--- src/rtl/hyp_trap_pkg.sv ---
package hyp_trap_pkg;

  localparam int CFG_W  = 32;
  localparam int CLS_W  = 4;
  localparam int EL_W   = 2;
  localparam int GRP_W  = 2;
  localparam int SYN_W  = 3;

  // configuration word bit positions (behavioural: software writes this layout)
  localparam int B_VM_RD   = 30;
  localparam int B_HVC_OFF = 29;
  localparam int B_VM_WR   = 26;
  localparam int B_TLB     = 25;
  localparam int B_POU     = 24;
  localparam int B_POC     = 23;
  localparam int B_SETWAY  = 22;
  localparam int B_IMPDEF  = 20;
  localparam int B_SMC     = 19;
  localparam int B_ID3     = 18;
  localparam int B_CACHEID = 17;
  localparam int B_WFE     = 14;
  localparam int B_WFI     = 13;

  typedef enum logic [CLS_W-1:0] {
    CLS_CP     = 4'd0,
    CLS_SMC    = 4'd1,
    CLS_HVC    = 4'd2,
    CLS_WFE    = 4'd3,
    CLS_WFI    = 4'd4,
    CLS_TLB    = 4'd5,
    CLS_POU    = 4'd6,
    CLS_POC    = 4'd7,
    CLS_SETWAY = 4'd8
  } instr_cls_e;

  typedef enum logic [GRP_W-1:0] {
    GRP_OTHER   = 2'd0,
    GRP_VMCTL   = 2'd1,
    GRP_CACHEID = 2'd2,
    GRP_CSEL    = 2'd3
  } reg_grp_e;

  typedef enum logic [SYN_W-1:0] {
    SYN_NONE  = 3'd0,
    SYN_UNDEF = 3'd1,
    SYN_CP    = 3'd2,
    SYN_SMC   = 3'd3,
    SYN_WFX   = 3'd4,
    SYN_TLB   = 3'd5,
    SYN_CACHE = 3'd6
  } syn_e;

  typedef struct packed {
    logic vm_rd;
    logic hvc_off;
    logic vm_wr;
    logic tlb;
    logic pou;
    logic poc;
    logic setway;
    logic impdef;
    logic smc;
    logic id3;
    logic cacheid;
    logic wfe;
    logic wfi;
  } trap_en_t;

  typedef struct packed {
    logic trap;
    logic undef;
    syn_e syn;
  } verdict_t;

endpackage

--- src/rtl/cp_field_match.sv ---
module cp_field_match
  import hyp_trap_pkg::*;
(
  input  logic [2:0] opc1,
  input  logic [3:0] crn,
  input  logic [3:0] crm,
  input  logic [2:0] opc2,
  output logic       impdef_hit,
  output logic       id3_hit
);

  localparam int N_IMP_ROWS = 3;
  localparam int IMP_CRN0   = 9;

  // one CRm mask per CRn row of the implementation-defined range (bit i = CRm i)
  localparam logic [15:0] IMP_MASK [N_IMP_ROWS] = '{
    16'b0000_0001_1110_0111,   // CRn 9 : 0,1,2,5,6,7,8
    16'b0000_0001_0001_0011,   // CRn 10: 0,1,4,8
    16'b1000_0001_1111_1111    // CRn 11: 0..8,15
  };

  logic [N_IMP_ROWS-1:0] row_hit;

  generate
    for (genvar g = 0; g < N_IMP_ROWS; g++) begin : g_imp_row
      assign row_hit[g] = (crn == 4'(IMP_CRN0 + g)) && IMP_MASK[g][crm];
    end
  endgenerate

  assign impdef_hit = |row_hit;

  logic id_base;
  logic id_blk_a, id_blk_b, id_blk_c;

  assign id_base  = (opc1 == 3'd0) && (crn == 4'd0);
  assign id_blk_a = (crm >= 4'd3) && (crm <= 4'd7) && (opc2 <= 3'd1);
  assign id_blk_b = (crm == 4'd3) && (opc2 == 3'd2);
  assign id_blk_c = (crm == 4'd5) && ((opc2 == 3'd4) || (opc2 == 3'd5));
  assign id3_hit  = id_base && (id_blk_a || id_blk_b || id_blk_c);

endmodule

--- src/rtl/trap_rules.sv ---
module trap_rules
  import hyp_trap_pkg::*;
(
  input  trap_en_t         en,
  input  logic [EL_W-1:0]  cur_el,
  input  logic             non_secure,
  input  logic [CLS_W-1:0] instr_cls,
  input  logic             is_write,
  input  logic             cond_pass,
  input  logic             would_suspend,
  input  logic [GRP_W-1:0] reg_group,
  input  logic             impdef_hit,
  input  logic             id3_hit,
  output verdict_t         verdict
);

  logic at_el0, at_el1, rd, vm_grp;
  logic undef_c, hit_c, may_trap, trap_c;
  syn_e trap_syn;

  assign at_el0   = (cur_el == 2'd0);
  assign at_el1   = (cur_el == 2'd1);
  assign rd       = !is_write;
  assign vm_grp   = (reg_group == GRP_VMCTL);
  assign may_trap = non_secure && !cur_el[1];

  always_comb begin
    undef_c  = 1'b0;
    hit_c    = 1'b0;
    trap_syn = SYN_NONE;
    case (instr_cls)
      CLS_CP: begin
        undef_c  = at_el0 && (vm_grp || id3_hit || impdef_hit);
        hit_c    = (at_el1 && vm_grp && rd && en.vm_rd)
                || (at_el1 && vm_grp && is_write && en.vm_wr)
                || (at_el1 && impdef_hit && en.impdef)
                || (at_el1 && id3_hit && rd && en.id3)
                || (en.cacheid && ((reg_group == GRP_CACHEID && rd)
                                   || reg_group == GRP_CSEL));
        trap_syn = SYN_CP;
      end
      CLS_SMC: begin
        undef_c  = at_el0;
        hit_c    = at_el1 && en.smc && cond_pass;
        trap_syn = SYN_SMC;
      end
      CLS_HVC: begin
        undef_c  = en.hvc_off || at_el0;
      end
      CLS_WFE: begin
        hit_c    = en.wfe && would_suspend;
        trap_syn = SYN_WFX;
      end
      CLS_WFI: begin
        hit_c    = en.wfi && would_suspend;
        trap_syn = SYN_WFX;
      end
      CLS_TLB: begin
        undef_c  = at_el0;
        hit_c    = at_el1 && en.tlb;
        trap_syn = SYN_TLB;
      end
      CLS_POU: begin
        hit_c    = en.pou;
        trap_syn = SYN_CACHE;
      end
      CLS_POC: begin
        hit_c    = en.poc;
        trap_syn = SYN_CACHE;
      end
      CLS_SETWAY: begin
        undef_c  = at_el0;
        hit_c    = at_el1 && en.setway;
        trap_syn = SYN_CACHE;
      end
      default: ;
    endcase
  end

  assign trap_c = may_trap && hit_c && !undef_c;

  always_comb begin
    verdict.trap  = trap_c;
    verdict.undef = undef_c;
    if (undef_c)     verdict.syn = SYN_UNDEF;
    else if (trap_c) verdict.syn = trap_syn;
    else             verdict.syn = SYN_NONE;
  end

endmodule

--- src/rtl/hyp_trap_decoder.sv ---
module hyp_trap_decoder
  import hyp_trap_pkg::*;
(
  input  logic             clk,
  input  logic             rst,
  input  logic             req_valid,
  input  logic [CFG_W-1:0] cfg,
  input  logic [EL_W-1:0]  cur_el,
  input  logic             non_secure,
  input  logic [CLS_W-1:0] instr_cls,
  input  logic             is_write,
  input  logic             cond_pass,
  input  logic             would_suspend,
  input  logic [GRP_W-1:0] reg_group,
  input  logic [2:0]       cp_opc1,
  input  logic [3:0]       cp_crn,
  input  logic [3:0]       cp_crm,
  input  logic [2:0]       cp_opc2,
  output logic             res_valid,
  output logic             res_trap,
  output logic             res_undef,
  output logic             res_proceed,
  output logic [SYN_W-1:0] res_syndrome
);

  trap_en_t en;
  logic     impdef_hit, id3_hit;
  verdict_t verdict;
  logic     unused_cfg_bits;

  assign en.vm_rd   = cfg[B_VM_RD];
  assign en.hvc_off = cfg[B_HVC_OFF];
  assign en.vm_wr   = cfg[B_VM_WR];
  assign en.tlb     = cfg[B_TLB];
  assign en.pou     = cfg[B_POU];
  assign en.poc     = cfg[B_POC];
  assign en.setway  = cfg[B_SETWAY];
  assign en.impdef  = cfg[B_IMPDEF];
  assign en.smc     = cfg[B_SMC];
  assign en.id3     = cfg[B_ID3];
  assign en.cacheid = cfg[B_CACHEID];
  assign en.wfe     = cfg[B_WFE];
  assign en.wfi     = cfg[B_WFI];

  assign unused_cfg_bits = ^{cfg[31], cfg[28:27], cfg[21], cfg[16:15], cfg[12:0]};

  cp_field_match u_match (
    .opc1       (cp_opc1),
    .crn        (cp_crn),
    .crm        (cp_crm),
    .opc2       (cp_opc2),
    .impdef_hit (impdef_hit),
    .id3_hit    (id3_hit)
  );

  trap_rules u_rules (
    .en            (en),
    .cur_el        (cur_el),
    .non_secure    (non_secure),
    .instr_cls     (instr_cls),
    .is_write      (is_write),
    .cond_pass     (cond_pass),
    .would_suspend (would_suspend),
    .reg_group     (reg_group),
    .impdef_hit    (impdef_hit),
    .id3_hit       (id3_hit),
    .verdict       (verdict)
  );

  always_ff @(posedge clk) begin
    if (rst) begin
      res_valid    <= 1'b0;
      res_trap     <= 1'b0;
      res_undef    <= 1'b0;
      res_proceed  <= 1'b0;
      res_syndrome <= SYN_NONE;
    end else begin
      res_valid    <= req_valid;
      res_trap     <= req_valid && verdict.trap;
      res_undef    <= req_valid && verdict.undef;
      res_proceed  <= req_valid && !verdict.trap && !verdict.undef;
      res_syndrome <= req_valid ? verdict.syn : SYN_NONE;
    end
  end

endmodule

--- config.mk ---
export PLATFORM = sky130hd
export DESIGN_NAME = hyp_trap_decoder
export DESIGN_NICKNAME = d
export VERILOG_FILES = /design/src/rtl/hyp_trap_pkg.sv /design/src/rtl/cp_field_match.sv /design/src/rtl/trap_rules.sv /design/src/rtl/hyp_trap_decoder.sv
export SDC_FILE = /design/constraint.sdc
export NUM_CORES = 1
export LEC_CHECK = 0
export BUFFER_PORTS_ARGS = -buffer_cell sky130_fd_sc_hd__buf_2
export CORE_MARGIN = 8
export CORE_UTILIZATION = 37
export DETAILED_ROUTE_END_ITERATION = 6
export PLACE_DENSITY = 0.81
export SETUP_SLACK_MARGIN = 0.4
export SLEW_MARGIN = 20
export SYNTH_ARGS = -nofsm -noshare
export SYNTH_HDL_FRONTEND = slang
export SYNTH_SLANG_ARGS = --single-unit
--- constraint.sdc ---
create_clock -name clk -period 3.2 [get_ports clk]
set_input_delay 0.48 -clock clk [delete_from_list [all_inputs] [get_ports clk]]
set_output_delay 0.48 -clock clk [all_outputs]
set_load 0.02 [all_outputs]
# == Yosys cells after proc, flatten, opt, wreduce, memory -nomap -nowiden ==
# Memory sizes are Yosys's and may differ from the RTL's.
# Index checks and enable logic that the tools add are counted.
# word_totals
mem_bits_ro,48
memories,3
inputBits,61
register_bits,7
output_inout_bits,7
wordCells,103
# classes
reduce_logical,60
n_mux,8
n_eq_ne,20
bitwise_logic,2
magnitude_cmp,4
# mem_list
name,words,width,read_ports,rd_clocked_by_memory_dff,write_ports,line,source
(name not given),16,1,1,0,0,cp_field_match.sv:26,assign row_hit[g] = (crn == 4'(IMP_CRN0 + g)) && IMP_MASK[g][crm];
(name not given),16,1,1,0,0,cp_field_match.sv:26,
(name not given),16,1,1,0,0,cp_field_match.sv:26,
# op_table
cell,count
$logic_and A1 B1 Y1,35
$eq A4 B3 Y1 const B,5
$eq A4 B4 Y1 const B,4
$pmux W3 S5,1
$eq A4 B2 Y1 const B,3
$logic_or A1 B1 Y1,11
$reduce_or A3 Y1,3
$logic_not A4 Y1,2
$pmux W1 S8,1
$eq A3 B3 Y1 const B,2
$lt A4 B5 Y1 const B,1
$mux W1,5
$eq A2 B1 Y1 const B,2
$eq A2 B2 Y1 const B,2
$eq A4 B1 Y1 const B,1
$ge A4 B2 Y1 const B,1
$le A4 B3 Y1 const B,1
$logic_not A1 Y1,4
$reduce_or A2 Y1,2
$reduce_or A4 Y1,1
$eq A3 B2 Y1 const B,1
$le A3 B1 Y1 const B,1
$logic_not A3 Y1,1
$pmux W1 S3,1
other kinds (2),3

# == Longest topological paths before layout ==
# logic_depth
ltp_word,17
ltp_mapped,8
depth_no_buf,7

# == Hierarchy ==
# A second synthesis with hierarchy kept.
# hier_totals
hier_cells,88
area_unflattened_um2,685.7
# by_module_without_submodules
mod,seq_area_each_um2,instances,area_each_um2,cells_per_inst
trap_rules,0.0,1,347.8,54
hyp_trap_decoder,140.1,1,205.2,14
cp_field_match,0.0,1,132.6,20

# == Worst setup path before layout ==
# Ideal clock, no wire load.
# synth_path
path_kind,input-to-reg
from,input cp_crm[2]
to,register res_proceed
required_ns,3.084
setup_time_ns,0.116
t_arrival_ns,2.038
setup_slack_ns,1.046
path_stages,7
n_path_buf,0
cell_sequence,or2_0 -> a211o_1 -> o31a_1 -> or4b_4 -> a211oi_2 -> o21ai_2 -> nor2b_1
# synth_via
elab_chain_len,17
elab_cells_between_ends,40
classes_between,order compare: 2; eq/ne: 2; mux: 5; reduce/logical: 28; memory: 3
# synth_rtl
element,line,source
from (decl),hyp_trap_decoder.sv:17,"input logic [3:0] cp_crm,"
branches (longest 16 deep; another with $mem_v2 Z16 W1),n/a,
$logic_and A1 B1 Y1 *,hyp_trap_decoder.sv:81,res_proceed <= req_valid && !verdict.trap && !verdict.undef;
to (signal assigned),hyp_trap_decoder.sv:81,
to (decl),hyp_trap_decoder.sv:22,"output logic res_proceed,"
# Every way passes the cells marked *. The select of a mux whose other input is x is not followed.
# A chain may end at the register's enable or synchronous reset.

# == Worst setup path after layout ==
# layout_path
from,input cp_crm[2]
to,register res_syndrome[2]
# layout_via
elab_chain_len,16
elab_cells_between_ends,39
classes_between,order compare: 2; eq/ne: 2; mux: 5; bitwise: 1; reduce/logical: 26; memory: 3
# layout_rtl
element,line,source
branches (longest 15 deep; another with $mem_v2 Z16 W1),n/a,
$reduce_or A4 Y1 (no source line) *,n/a,
to (signal assigned),hyp_trap_decoder.sv:82,res_syndrome <= req_valid ? verdict.syn : SYN_NONE;
to (decl),hyp_trap_decoder.sv:23,output logic [SYN_W-1:0] res_syndrome
# Marks and branches as above.

==> results_dict.tcl <==
set metrics [dict create \
    status "finished, final reports clean" \
    post_drt_wl_per_cell_um 12.4 \
    slew_headroom_pct 74.7 \
    nNetsFinal 196 \
    grt-busiest-layer "met2" \
    drt-initial-drc-count 10 \
    hp-class "in2reg" \
    slowest_delay_ns 0.52 \
    post_cts_buffers 0 \
    final-hold-violation-count 0 \
    h-tree-depth 1 \
    coreArea_um2 1710 \
    die_w_um 58.2 \
    setup_viol 0 \
    ant_nets 0 \
    cts_buffers 3 \
    vias 820 \
    fin_ws_ns 1.08 \
    cp-endpoint "res_syndrome[2]" \
    critPathKind "in2reg" \
    vdd_drop_max_mv 0.0992 \
    antenna_found_initial 0 \
    power_density_nw_per_um2 263 \
    grtUsageMet2_pct 22.9 \
    path_depth 8 \
    synth_top_area_share_pct 21.3 \
    grt_pass1_wl_um 3310 \
    yosysUniqueCellTypes 47 \
    p_leak_uw 0.000428 \
    synth-async-reset-ratio_pct 0 \
    dp_slack_ns 0.837 \
    hpwlAfterDp_um 1730 \
    routed_via_density 5.16 \
    layout-drive-gt1-share_pct 47.0 \
    seq_area_frac_synth_pct 21.3 \
    ys_seq_elements 7 \
    num_rows 15 \
    use_met3_pct 3.31 \
    clockRootBuffer "clkbuf_4" \
    drv_slew 0 \
    syn-num-nets 147 \
    startpoint_type "primary input" \
    syn2layout_area_growth_pct 39.9 \
    track_usage_pct 12.0 \
    period_needed_ns 2.12 \
    crit_path_end_kind "flip-flop" \
    synthTopCellsByArea "dfxtp_1 (21%), nor2_1 (5.1%), a21oi_1 (4.6%), nor3_1 (3.8%), buf_6 (3.4%)" \
    critical_path.top_delay_family "simple AND/OR/NAND/NOR gates" \
    start_util_pct 38.5 \
    yosysMostFrequentCell "nor2_1" \
    diodes 0 \
    grt_pass1_vias 854 \
    worstPathRequired_ns 3.37 \
    drt-total-wl_um 1980 \
    rsz0062_at_grt "false" \
    syn_inst 86 \
    ctsHoldBuffers 0 \
    synth_edf_count 0 \
    cts_buffer_depth 2 \
    cts.sinks 7 \
    critPathSlowestCell "or4b_4" \
    io_buffers 48 \
    ctsResizeCount 0 \
    cts_tree "yes" \
    path_clk_slew_ns 0.05 \
    yosysWarningCount 0 \
    finalSetupTns_ns 0 \
    cp_max_fo 5 \
    grtUsageMet1_pct 11.3 \
    cp_num_buf_inv 1 \
    arrival_ns 2.28 \
    syn_area_um2 658 \
    fin_crit_sh_pct 66.1 \
    avgSynthCellArea_um2 7.65 \
    grt_max_degree 12 \
    maxCapViolations 0 \
    floorplan.die_area_um2 3380 \
    crit_start "cp_crm[2]" \
    synth_common_cells "nor2_1 (9), dfxtp_1 (7), a21oi_1 (6)" \
    yosys.area.top_type "dfxtp_1" \
    io_pins 68 \
    instances_no_fill 159 \
    crit_chain "buf_2 > or2_0 > a211o_1 > o31a_1 > or4b_4 > a211oi_2 > o21ai_2 > nor3_1" \
    worstMarginPinSlew_ns 0.377 \
    drcViolationCount 0 \
    place.gp.congestion 0.805 \
    gr-total-overflow 0 \
    die_h_um 58.2 \
    fmax_mhz 473 \
    place_inst 155 \
    ys.flop_type "dfxtp_1" \
    firstDrtPassIters 4 \
]
[kinds of logic (layout without fill, tap and decap cells)]
kind of cell           count (synthesis)  in the layout  share of synthesized area (%)
AND/OR/NAND/NOR                       39             39                           36.5
AO/OA/AOI/OAI                         28             28                           30.0
buffers and inverters                 10             58                           8.74
flip-flops                             7              7                           21.3
multiplexers                           2              2                           3.42
[registers in the layout (all words and copies together), names as in the netlist]
| name | cells |
|---|---|
| res_syndrome | 3 |
| res_trap | 1 |
| res_undef | 1 |
| res_valid | 1 |
| res_proceed | 1 |
[per-layer routing]
metal,share of wire [%],up-vias,wire length (um)
met5,0,-,0
met4,1.8,0,35
met3,6.8,4,134
met2,52,29,1030
met1,39,364,775
li1,-,423,-
[placed cells by master (no fill, tap or decap), types with 2 or more instances in the layout]
cell       n
buf_2     48
nor2_1     9
dfxtp_1    7
a21oi_1    6
inv_1      5
nor3_1     5
nand2_1    3
nor4_1     3
clkbuf_4   3
nand2b_1   2
nor2b_1    2
o21ai_1    2
o211ai_1   2
mux2_2     2
o21ai_0    2
a211oi_1   2
[layout make-up]
type,count,area (um^2)
inverters,6,22.5
flip-flops and latches,7,140
multi-input cells,69,460
fillers,179,787
well taps,25,31.3
clock buffers,4,26.3
repair buffers,48,240
[how the worst min path moves through the flow]
stage                    from        end  cells past startpoint
finish              req_valid  res_valid                      3
global route        req_valid  res_valid                      3
CTS                 req_valid  res_valid                      3
detailed placement  req_valid  res_valid                      3
global placement    req_valid  res_valid                      3
floorplan           req_valid  res_valid                      2
[where the power goes]
part           internal, uW  switching [uW]  total, uW
combinational          37.9            37.8       75.6
sequential             89.1           0.270       89.4
clock                  47.4            29.5       76.8
total                   174            67.5        242
[stage by stage]
step | hold slack, ns | total power, uW | instance area [um^2] | utilization (%)
global placement | 0.762 | 164 | 895 | 52.4
floorplan | 0.649 | 133 | 658 | -
global route | 0.543 | 258 | 921 | 53.9
finish | 0.520 | 242 | 921 | 53.9
detailed placement | 0.771 | 167 | 895 | 52.4
CTS | 0.509 | 246 | 921 | 53.9
No activity file was read; power rests on OpenSTA's default activity.
